$ cat src/rtl/scan_pkg.sv
package scan_pkg;

    localparam int IR_W  = 6;
    localparam int N_USR = 4;

    typedef enum logic [3:0] {
        ST_EX2_DR = 4'h0, ST_EX1_DR = 4'h1, ST_SH_DR  = 4'h2, ST_PAU_DR = 4'h3,
        ST_SEL_IR = 4'h4, ST_UPD_DR = 4'h5, ST_CAP_DR = 4'h6, ST_SEL_DR = 4'h7,
        ST_EX2_IR = 4'h8, ST_EX1_IR = 4'h9, ST_SH_IR  = 4'hA, ST_PAU_IR = 4'hB,
        ST_RTI    = 4'hC, ST_UPD_IR = 4'hD, ST_CAP_IR = 4'hE, ST_TLR    = 4'hF
    } tap_state_e;

    typedef enum logic [1:0] {DR_BYP, DR_ID, DR_UC} dr_sel_e;

    localparam logic [IR_W-1:0] OP_IDCODE   = 6'b001001;
    localparam logic [IR_W-1:0] OP_USERCODE = 6'b001000;
    localparam logic [IR_W-1:0] OP_BYPASS   = 6'b111111;
    // user instructions, index 0 in the low slice
    localparam logic [N_USR*IR_W-1:0] OP_USER_PK =
        {6'b100011, 6'b100010, 6'b000011, 6'b000010};

    function automatic tap_state_e tap_next(tap_state_e s, logic m);
        tap_state_e n;
        unique case (s)
            ST_TLR:    n = m ? ST_TLR    : ST_RTI;
            ST_RTI:    n = m ? ST_SEL_DR : ST_RTI;
            ST_SEL_DR: n = m ? ST_SEL_IR : ST_CAP_DR;
            ST_CAP_DR: n = m ? ST_EX1_DR : ST_SH_DR;
            ST_SH_DR:  n = m ? ST_EX1_DR : ST_SH_DR;
            ST_EX1_DR: n = m ? ST_UPD_DR : ST_PAU_DR;
            ST_PAU_DR: n = m ? ST_EX2_DR : ST_PAU_DR;
            ST_EX2_DR: n = m ? ST_UPD_DR : ST_SH_DR;
            ST_UPD_DR: n = m ? ST_SEL_DR : ST_RTI;
            ST_SEL_IR: n = m ? ST_TLR    : ST_CAP_IR;
            ST_CAP_IR: n = m ? ST_EX1_IR : ST_SH_IR;
            ST_SH_IR:  n = m ? ST_EX1_IR : ST_SH_IR;
            ST_EX1_IR: n = m ? ST_UPD_IR : ST_PAU_IR;
            ST_PAU_IR: n = m ? ST_EX2_IR : ST_PAU_IR;
            ST_EX2_IR: n = m ? ST_UPD_IR : ST_SH_IR;
            ST_UPD_IR: n = m ? ST_SEL_DR : ST_RTI;
        endcase
        return n;
    endfunction

endpackage

$ cat src/rtl/scan_fsm.sv
module scan_fsm
    import scan_pkg::*;
(
    input  logic       tck,
    input  logic       por_n,
    input  logic       tms,
    output tap_state_e state
);

    typedef struct packed {
        tap_state_e st;
    } fsm_t;

    fsm_t fsm_d, fsm_q;

    always_comb begin
        fsm_d    = fsm_q;
        fsm_d.st = tap_next(fsm_q.st, tms);
    end

    always_ff @(posedge tck or negedge por_n) begin
        if (!por_n) fsm_q <= '{st: ST_TLR};
        else        fsm_q <= fsm_d;
    end

    assign state = fsm_q.st;

endmodule

$ cat src/rtl/scan_ir.sv
module scan_ir
    import scan_pkg::*;
#(
    parameter logic [IR_W-1:0] IR_CAPTURE = 6'b000101
)(
    input  logic            tck,
    input  logic            por_n,
    input  logic            tdi,
    input  tap_state_e      state,
    output logic [IR_W-1:0] ir_shift,
    output logic [IR_W-1:0] ir_cur
);

    typedef struct packed {
        logic [IR_W-1:0] sh;
    } ir_sh_t;

    typedef struct packed {
        logic [IR_W-1:0] cur;
    } ir_lat_t;

    ir_sh_t  sh_d,  sh_q;
    ir_lat_t lat_d, lat_q;

    // shift stage: rising edge
    always_comb begin
        sh_d = sh_q;
        if (state == ST_CAP_IR)
            sh_d.sh = IR_CAPTURE;
        else if (state == ST_SH_IR)
            sh_d.sh = {tdi, sh_q.sh[IR_W-1:1]};
    end

    always_ff @(posedge tck or negedge por_n) begin
        if (!por_n) sh_q <= '{sh: IR_CAPTURE};
        else        sh_q <= sh_d;
    end

    // latch stage: falling edge
    always_comb begin
        lat_d = lat_q;
        if (state == ST_TLR)
            lat_d.cur = OP_IDCODE;
        else if (state == ST_UPD_IR)
            lat_d.cur = sh_q.sh;
    end

    always_ff @(negedge tck or negedge por_n) begin
        if (!por_n) lat_q <= '{cur: OP_IDCODE};
        else        lat_q <= lat_d;
    end

    assign ir_shift = sh_q.sh;
    assign ir_cur   = lat_q.cur;

endmodule

$ cat src/rtl/scan_dr.sv
module scan_dr
    import scan_pkg::*;
#(
    parameter int              DR_W      = 32,
    parameter logic [DR_W-1:0] ID_VALUE  = 32'h0A3C_5001,
    parameter logic [DR_W-1:0] USER_CODE = 32'h7E11_2D04
)(
    input  logic       tck,
    input  logic       por_n,
    input  logic       tdi,
    input  tap_state_e state,
    input  dr_sel_e    sel,
    output logic       byp,
    output logic       dr_lsb
);

    localparam int N_WIDE = 2;
    localparam logic [DR_W-1:0] ID_CAP = {ID_VALUE[DR_W-1:1], 1'b1};

    typedef struct packed {
        logic                        byp;
        logic [N_WIDE-1:0][DR_W-1:0] wide;   // [0] identification, [1] user code
    } dr_t;

    dr_t dr_d, dr_q;
    logic [N_WIDE-1:0][DR_W-1:0] cap_val;
    logic [N_WIDE-1:0]           wide_hit;

    assign cap_val = {USER_CODE, ID_CAP};

    for (genvar g = 0; g < N_WIDE; g++) begin : g_hit
        assign wide_hit[g] = (sel == ((g == 0) ? DR_ID : DR_UC));
    end

    always_comb begin
        dr_d = dr_q;
        if (state == ST_CAP_DR) begin
            if (sel == DR_BYP) dr_d.byp = 1'b0;
            for (int i = 0; i < N_WIDE; i++)
                if (wide_hit[i]) dr_d.wide[i] = cap_val[i];
        end else if (state == ST_SH_DR) begin
            if (sel == DR_BYP) dr_d.byp = tdi;
            for (int i = 0; i < N_WIDE; i++)
                if (wide_hit[i]) dr_d.wide[i] = {tdi, dr_q.wide[i][DR_W-1:1]};
        end
    end

    always_ff @(posedge tck or negedge por_n) begin
        if (!por_n) dr_q <= '{byp: 1'b0, wide: {USER_CODE, ID_CAP}};
        else        dr_q <= dr_d;
    end

    always_comb begin
        dr_lsb = dr_q.byp;
        for (int i = 0; i < N_WIDE; i++)
            if (wide_hit[i]) dr_lsb = dr_q.wide[i][0];
    end

    assign byp = dr_q.byp;

endmodule

$ cat src/rtl/scan_port_ctrl.sv
module scan_port_ctrl
    import scan_pkg::*;
#(
    parameter int              DR_W       = 32,
    parameter logic [DR_W-1:0] ID_VALUE   = 32'h0A3C_5001,
    parameter logic [DR_W-1:0] USER_CODE  = 32'h7E11_2D04,
    parameter logic [IR_W-1:0] IR_CAPTURE = 6'b000101
)(
    input  logic             tck,
    input  logic             por_n,
    input  logic             tms,
    input  logic             tdi,
    output logic             tdo,
    output logic             tdo_en,
    output logic [N_USR-1:0] usr_sel
);

    tap_state_e      st;
    logic [IR_W-1:0] ir_shift;
    logic [IR_W-1:0] ir_cur;
    dr_sel_e         dr_sel;
    logic            byp;
    logic            dr_lsb;

    typedef struct packed {
        logic tdo;
        logic en;
    } out_t;

    out_t out_d, out_q;

    scan_fsm u_fsm (
        .tck   (tck),
        .por_n (por_n),
        .tms   (tms),
        .state (st)
    );

    scan_ir #(.IR_CAPTURE(IR_CAPTURE)) u_ir (
        .tck      (tck),
        .por_n    (por_n),
        .tdi      (tdi),
        .state    (st),
        .ir_shift (ir_shift),
        .ir_cur   (ir_cur)
    );

    scan_dr #(.DR_W(DR_W), .ID_VALUE(ID_VALUE), .USER_CODE(USER_CODE)) u_dr (
        .tck    (tck),
        .por_n  (por_n),
        .tdi    (tdi),
        .state  (st),
        .sel    (dr_sel),
        .byp    (byp),
        .dr_lsb (dr_lsb)
    );

    // instruction decode: unknown and user opcodes fall through to bypass
    always_comb begin
        dr_sel  = DR_BYP;
        usr_sel = '0;
        if (ir_cur == OP_IDCODE)        dr_sel = DR_ID;
        else if (ir_cur == OP_USERCODE) dr_sel = DR_UC;
        for (int k = 0; k < N_USR; k++)
            usr_sel[k] = (ir_cur == OP_USER_PK[k*IR_W +: IR_W]);
    end

    // serial output: falling edge
    always_comb begin
        out_d = '{tdo: 1'b1, en: 1'b0};
        if (st == ST_SH_IR)      out_d = '{tdo: ir_shift[0], en: 1'b1};
        else if (st == ST_SH_DR) out_d = '{tdo: dr_lsb,      en: 1'b1};
    end

    always_ff @(negedge tck or negedge por_n) begin
        if (!por_n) out_q <= '{tdo: 1'b1, en: 1'b0};
        else        out_q <= out_d;
    end

    assign tdo    = out_q.tdo;
    assign tdo_en = out_q.en;

endmodule

$ cat config.mk
export PLATFORM = sky130hd
export DESIGN_NAME = scan_port_ctrl
export DESIGN_NICKNAME = d
export VERILOG_FILES = /design/src/rtl/scan_pkg.sv /design/src/rtl/scan_fsm.sv /design/src/rtl/scan_ir.sv /design/src/rtl/scan_dr.sv /design/src/rtl/scan_port_ctrl.sv
export SDC_FILE = /design/constraint.sdc
export NUM_CORES = 1
export LEC_CHECK = 0
export ABC_AREA = 1
export BUFFER_PORTS_ARGS = -buffer_cell sky130_fd_sc_hd__buf_2
export CORE_UTILIZATION = 53
export CTS_CLUSTER_DIAMETER = 100
export CTS_CLUSTER_SIZE = 28
export DETAILED_ROUTE_END_ITERATION = 8
export MAX_ROUTING_LAYER = met4
export PLACE_DENSITY = 0.79
export SETUP_SLACK_MARGIN = 0.4
export SLEW_MARGIN = 20
export SYNTH_ARGS = -nofsm -noshare
export SYNTH_HDL_FRONTEND = slang
export SYNTH_SLANG_ARGS = --single-unit
$ cat constraint.sdc
create_clock -name tck -period 4.3 [get_ports tck]
set_input_delay 0.43 -clock tck [delete_from_list [all_inputs] [get_ports tck]]
set_output_delay 0.43 -clock tck [all_outputs]
set_load 0.01 [all_outputs]
==> flow_summary.ini, run 1 <==
[run_status]
outcome = finished, violations left
violations = DRC

[clock_network]
numCtsBuffers = 9
clock_path_buffers = 2
cts_hold_buffers = 0
cts_sinks = 83
cts_tree = yes
htree_levels = 3
cts_root_buffer = clkbuf_8
path_clk_slew_ps = 80
insertion_delay_ps = 380

[pwr]
p_switching_w = 0.000837
p_leak_nw = 1.87
p_per_area_nw_per_um2 = 612
p_clk_frac = 0.236
p_total_w = 0.00237
pwr-share-comb = 0.273
swShare = 0.353
peakVddDrop_uv = 271
p_int_w = 0.00153
seqPwrFrac = 0.491

[critical_path]
cp_data_arrival_time_ps = 3410
r2r_slack_ps = 610
rr_worst_depth = 7
crit_fanout = 4
slowest_stage = dfrtn_1
path_cells = inv_1 > nand3_4 > nor3_2 > buf_2
critical-path-max-stage-delay_ps = 350
cp.required_ps = 3870
cp-start-kind = flip-flop
path_class = flip-flop to output port
endpoint_kind = output port

[sta]
fin_tns_setup_ps = 0
timing.final.ws_setup_ps = 456
setup_viol = 0
final_hold_viol_count = 0
slew_violations = 0
relSlewSlack = 0.487
grt_setup_unrepaired = no
worst_pin_slew_ps = 768
clock_skew_ps = 51.6
fin_hold_ws_ps = 81.9

[cells_and_area]
syn_to_final_growth_pct = 8.37
antenna_cells = 0
nets = 398
drive_gt1_frac = 0.183

[global_routing]
grt_pass1_vias = 2445
grt_max_degree = 49
grt_usage = 0.206
grt_pass1_wl_um = 11200
antenna_found_initial = 0
grt-ovfl-total = 0

[route]
wl_per_cell_um = 13.5
vias = 2657
ant_nets = 0
wl_um = 6430
post-route-drc-count = 4
firstDrtPassIters = 7
dr.first_iter.drc_count = 220
viasPerCell = 5.58

[floorplan]
io_pins = 10
dieWidth_um = 84.1
core_um2 = 6420
rows = 29
die-area_um2 = 7070
dieHeight_um = 84.1
initial_core_util = 0.556

[logic_synthesis]
syn_inst = 389
synth_area_um2 = 3570
avgSynthCellArea_um2 = 9.18
synth_commonest_cells = nor2_1 (58), nand2_1 (54), o21ai_0 (49)
yosysMostFrequentCell = nor2_1
synth_top_cell_area_share = 0.329
async_flop_share = 1.00
synth_fp_nets = 393
synth_edf_count = 0
ys_ff_latch = 83
ys.flop_type = dfrtp_1
ys_seq_area_frac = 0.592
yosysWarnings = 0
synth_cell_types = 29
synth_area_leader_cell = dfrtp_1
synth_area_leaders = dfrtp_1 (33%), dfstp_2 (23%), o21ai_0 (6.9%), nand3_1 (6.4%), nor2_1 (6.1%)

[placed_design]
place_ws_ps = 586
gp_congestion = 0.798
numPortBuffers = 9
dp_hpwl_um = 3880

[run]
cap_violations = 0

[min_path]
hold_class = primary input to async pin
[critical path, delay by kind of cell (launching register included)]
family	cells	cell delay, ps
simple gates	2	290
flops	1	350
buf+inv	2	290
[stage by stage]
stage	cells	area (um^2)	utilization
6_report	476	3870	0.603
5_1_grt	476	3870	0.603
4_1_cts	476	3850	0.600
3_5_place_dp	458	3640	0.566
3_3_place_gp	458	3640	0.566
2_1_floorplan	389	3570	-
[final timing paths]
check                                     from                to
max in group asynchronous                por_n    u_ir.ir_cur[3]
worst max register to register  u_ir.ir_cur[0]      u_dr.dr_q[0]
worst min register to register   u_dr.dr_q[50]     u_dr.dr_q[49]
worst max-delay path            u_ir.ir_cur[2]        usr_sel[1]
min in group tck                           tdi  u_ir.ir_shift[5]
worst min-delay path                     por_n      u_dr.dr_q[9]
[layout make-up]
type                            instances  area (um^2)
Multi-Input combinational cell        260         1250
Clock buffer                           13          181
Sequential cell                        83         2120
Tap cell                               77         96.3
Fill cell                             526         2550
Clock inverter                          6         28.8
Timing Repair Buffer                   15          109
Inverter                               22         86.3
[state kept, by name, indices dropped and copies added (netlist names)]
name / count
u_dr.dr_q: 64
u_ir.ir_cur: 6
tdo: 1
u_fsm.state: 4
u_ir.ir_shift: 6
tdo_en: 1
u_dr.byp: 1
[power groups by stage]
| stage | clock [W] | combinational [W] | sequential [W] |
|---|---|---|---|
| after detailed placement | 0.00000580 | 0.000627 | 0.00117 |
| after global placement | 0.00000580 | 0.000612 | 0.00116 |
| final | 0.000559 | 0.000647 | 0.00116 |
| after global routing | 0.000609 | 0.000732 | 0.00119 |
| after CTS | 0.000572 | 0.000635 | 0.00116 |
| after floorplan | 0.00000580 | 0.000498 | 0.00115 |
[metal layers]
metal  vias up  track usage  share of wire
met5         -            -              0
met3        10       0.0346          0.032
li1       1308            -              -
met1      1289        0.271           0.48
met2        50        0.314           0.47
met4         0       0.0956          0.019
[cell families (layout without fill, tap and decap cells)]
group                  after synthesis  in the layout  share of synthesized area
DFF                                 83             83                      0.592
AOI/OAI and AO/OA                   91             91                      0.138
buffers and inverters               46             56                     0.0630
and+or+nand+nor                    169            169                      0.207
[cells in the final DEF (no fill, tap or decap), drive strengths merged]
cell type   n
clkinvlp    1
o31ai       1
nor3        6
nor2       60
dfrtp      47
o21ai      50
nand3b      1
o21a        1
dfstp      31
o211ai      2
a21oi      27
dfrtn       5
nand2      56
nand3      46
o22ai       4
clkbuf     13
a2bb2oi     2
o32ai       3
clkinv      3
buf        15
inv        24
o2111ai     1
[timing repair]
| item | 4_1_cts | 5_1_grt |
|---|---|---|
| buffers inserted | 0 | 0 |
| hold endpoints to repair | 0 | 0 |
| pin swaps | 0 | 2 |
| setup endpoints to repair | 2 | 11 |
| gates resized for setup | 2 | 5 |
| gates cloned | 0 | 0 |
No activity file was read; power rests on OpenSTA's default activity.
==> run 2: changes to the inputs <==
--- a/config.mk
+++ b/config.mk
@@ -6,13 +6,14 @@
 export NUM_CORES = 1
 export LEC_CHECK = 0
 export ABC_AREA = 1
-export BUFFER_PORTS_ARGS = -buffer_cell sky130_fd_sc_hd__buf_2
 export CORE_UTILIZATION = 53
 export CTS_CLUSTER_DIAMETER = 100
 export CTS_CLUSTER_SIZE = 28
 export DETAILED_ROUTE_END_ITERATION = 8
+export DONT_BUFFER_PORTS = 1
+export GPL_TIMING_DRIVEN = 0
 export MAX_ROUTING_LAYER = met4
-export PLACE_DENSITY = 0.79
+export PLACE_DENSITY = 0.78
 export SETUP_SLACK_MARGIN = 0.4
 export SLEW_MARGIN = 20
 export SYNTH_ARGS = -nofsm -noshare
==> run 2 against run 1 <==
  * The flow still finishes with violations (DRC)
  * Sequential share of layout area shrank 0.70 points
  * Routed wire length grew 7.9%
  * Via count grew 3.4%
  * Worst hold slack gained 130 ps
  * Die area is the same
  * First-iteration DRC count shrank 9.1%
  * Sequential power is essentially flat
  * Critical path type unchanged
  * Critical endpoint unchanged
==> flow_summary.ini, run 2 (synthesized netlist as in run 1, its figures left out) <==
[run_status]
outcome = finished, violations left
violations = DRC

[sta]
setup_viol = 0
clock_skew_ps = 51.0
timing.final.ws_setup_ps = 431
grt_setup_unrepaired = yes
slew_violations = 0
relSlewSlack = 0.548
fin_tns_setup_ps = 0
worst_pin_slew_ps = 672
final_hold_viol_count = 0

[global_routing]
grt-ovfl-total = 0
grt_pass1_vias = 2720
grt_pass1_wl_um = 12100
grt_usage = 0.225
antenna_found_initial = 0
grt_max_degree = 76

[critical_path]
cp-endpoint = usr_sel[1]
endpoint_kind = output port
cp_data_arrival_time_ps = 3440
path_cells = inv_2 > nor3_2
r2r_start = u_ir.ir_cur[3]
r2r_slack_ps = 520
crit_fanout = 5
setup.worst_path.start = u_ir.ir_cur[0]
rr_worst_depth = 7
critical-path-max-stage-delay_ps = 560
cp.required_ps = 3870
path_class = flip-flop to output port
r2r-end = u_dr.dr_q[44]
cp-start-kind = flip-flop
slowest_stage = dfstp_2

[placed_design]
dp_hpwl_um = 4550
gp_congestion = 0.808
numPortBuffers = 0
place_ws_ps = 499

[pwr]
p_per_area_nw_per_um2 = 606
peakVddDrop_uv = 308
p_leak_nw = 1.90

[clock_network]
cts_root_buffer = clkbuf_8
htree_levels = 3
cts_sinks = 83
insertion_delay_ps = 400
path_clk_slew_ps = 90
clock_path_buffers = 2
numCtsBuffers = 9
cts_tree = yes

[floorplan]
rows = 29
io_pins = 10
die-area_um2 = 7070
dieHeight_um = 84.1
dieWidth_um = 84.1
initial_core_util = 0.556
core_um2 = 6420

[cells_and_area]
final_common_cell = nor2_1
largest_register_ffs = 64
regMostFlops = u_dr.dr_q
syn_to_final_growth_pct = 9.77
nets = 408
multi_input_area_um2 = 1250
drive_gt1_frac = 0.186
seqCellArea_um2 = 2120
antenna_cells = 0
final.fill_count = 543
layout_common_cells = nor2_1 (58), nand2_1 (54), o21ai_0 (49)

[route]
viasPerCell = 5.65
wl_met2_um = 3290
routed.top_layer = met4
ant_nets = 0
dr_wl_met3_um = 201
wl_per_cell_um = 14.3
wl_met1_um = 3300
post-route-drc-count = 6
firstDrtPassIters = 6
wl_um = 6940
dr.first_iter.drc_count = 200
vias = 2747

[min_path]
hold_class = primary input to flip-flop

[run]
cap_violations = 0
## run 2: cell types whose count changed in the layout (fill, tap and decap cells not counted), sizes merged
| cell | before | now |
|---|---|---|
| dlygate4sd3 | 0 | 1 |
| buf | 15 | 16 |
| clkinv | 3 | 4 |
| bufinv | 0 | 1 |
| clkbuf | 13 | 19 |
## run 2: repair_timing
action	CTS	global route
pin swaps	0	0
endpoints found under the setup margin	2	12
gates resized for setup	2	6
endpoints found under the hold margin	75	0
hold buffers	2	0
setup buffers	0	0
## run 2: final cells by class
class                   count  area share
plain buffers              23      0.0361
clock buffers              11      0.0335
clock inverters             8      0.0163
inverters                  22      0.0214
multi-input cells         260       0.319
flip-flops and latches     83       0.540
well taps                  77      0.0246
repair buffers              2     0.00957
## run 2: routing by layer
metal	up-vias	track usage
met3	14	0.0356
met2	49	0.351
li1	1325	-
met5	-	-
met1	1359	0.284
met4	0	0.121
## run 2: how the worst min path moves through the flow
stage | from | to | slack (ps) | cells after the start
after floorplan | por_n | u_dr.byp | 130 | 0
after global placement | por_n | u_ir.ir_shift[1] | 140 | 0
after detailed placement | por_n | u_ir.ir_shift[4] | 140 | 0
after CTS | tdi | u_ir.ir_shift[5] | 210 | 2
after global routing | tdi | u_ir.ir_shift[5] | 230 | 2
final | tdi | u_ir.ir_shift[5] | 210 | 2
## run 2: stage by stage
step           hold slack [ps]  std cells  total power, W  area [um^2]   util
6_report                   210        486         0.00238         3920  0.611
5_1_grt                    228        486         0.00253         3920  0.611
4_1_cts                    205        486         0.00237         3910  0.608
2_1_floorplan              134        389         0.00165         3570      -
3_5_place_dp               136        466         0.00181         3670  0.571
3_3_place_gp               136        466         0.00178         3670  0.571
## run 2: worst max-delay path: cells and delay by family, from the launching register on
| kind | cells | cell delay, ps |
|---|---|---|
| DFF | 1 | 560 |
| buffers and inverters | 1 | 70 |
| and+or+nand+nor | 1 | 270 |
## run 2: power by group
group / total [W] / leakage, nW / switching, W / internal (W)
registers: 0.00117 / 1.03 / 0.000119 / 0.00105
logic: 0.000659 / 0.757 / 0.000448 / 0.000210
clock network: 0.000551 / 0.109 / 0.000281 / 0.000270
total: 0.00238 / 1.90 / 0.000848 / 0.00153
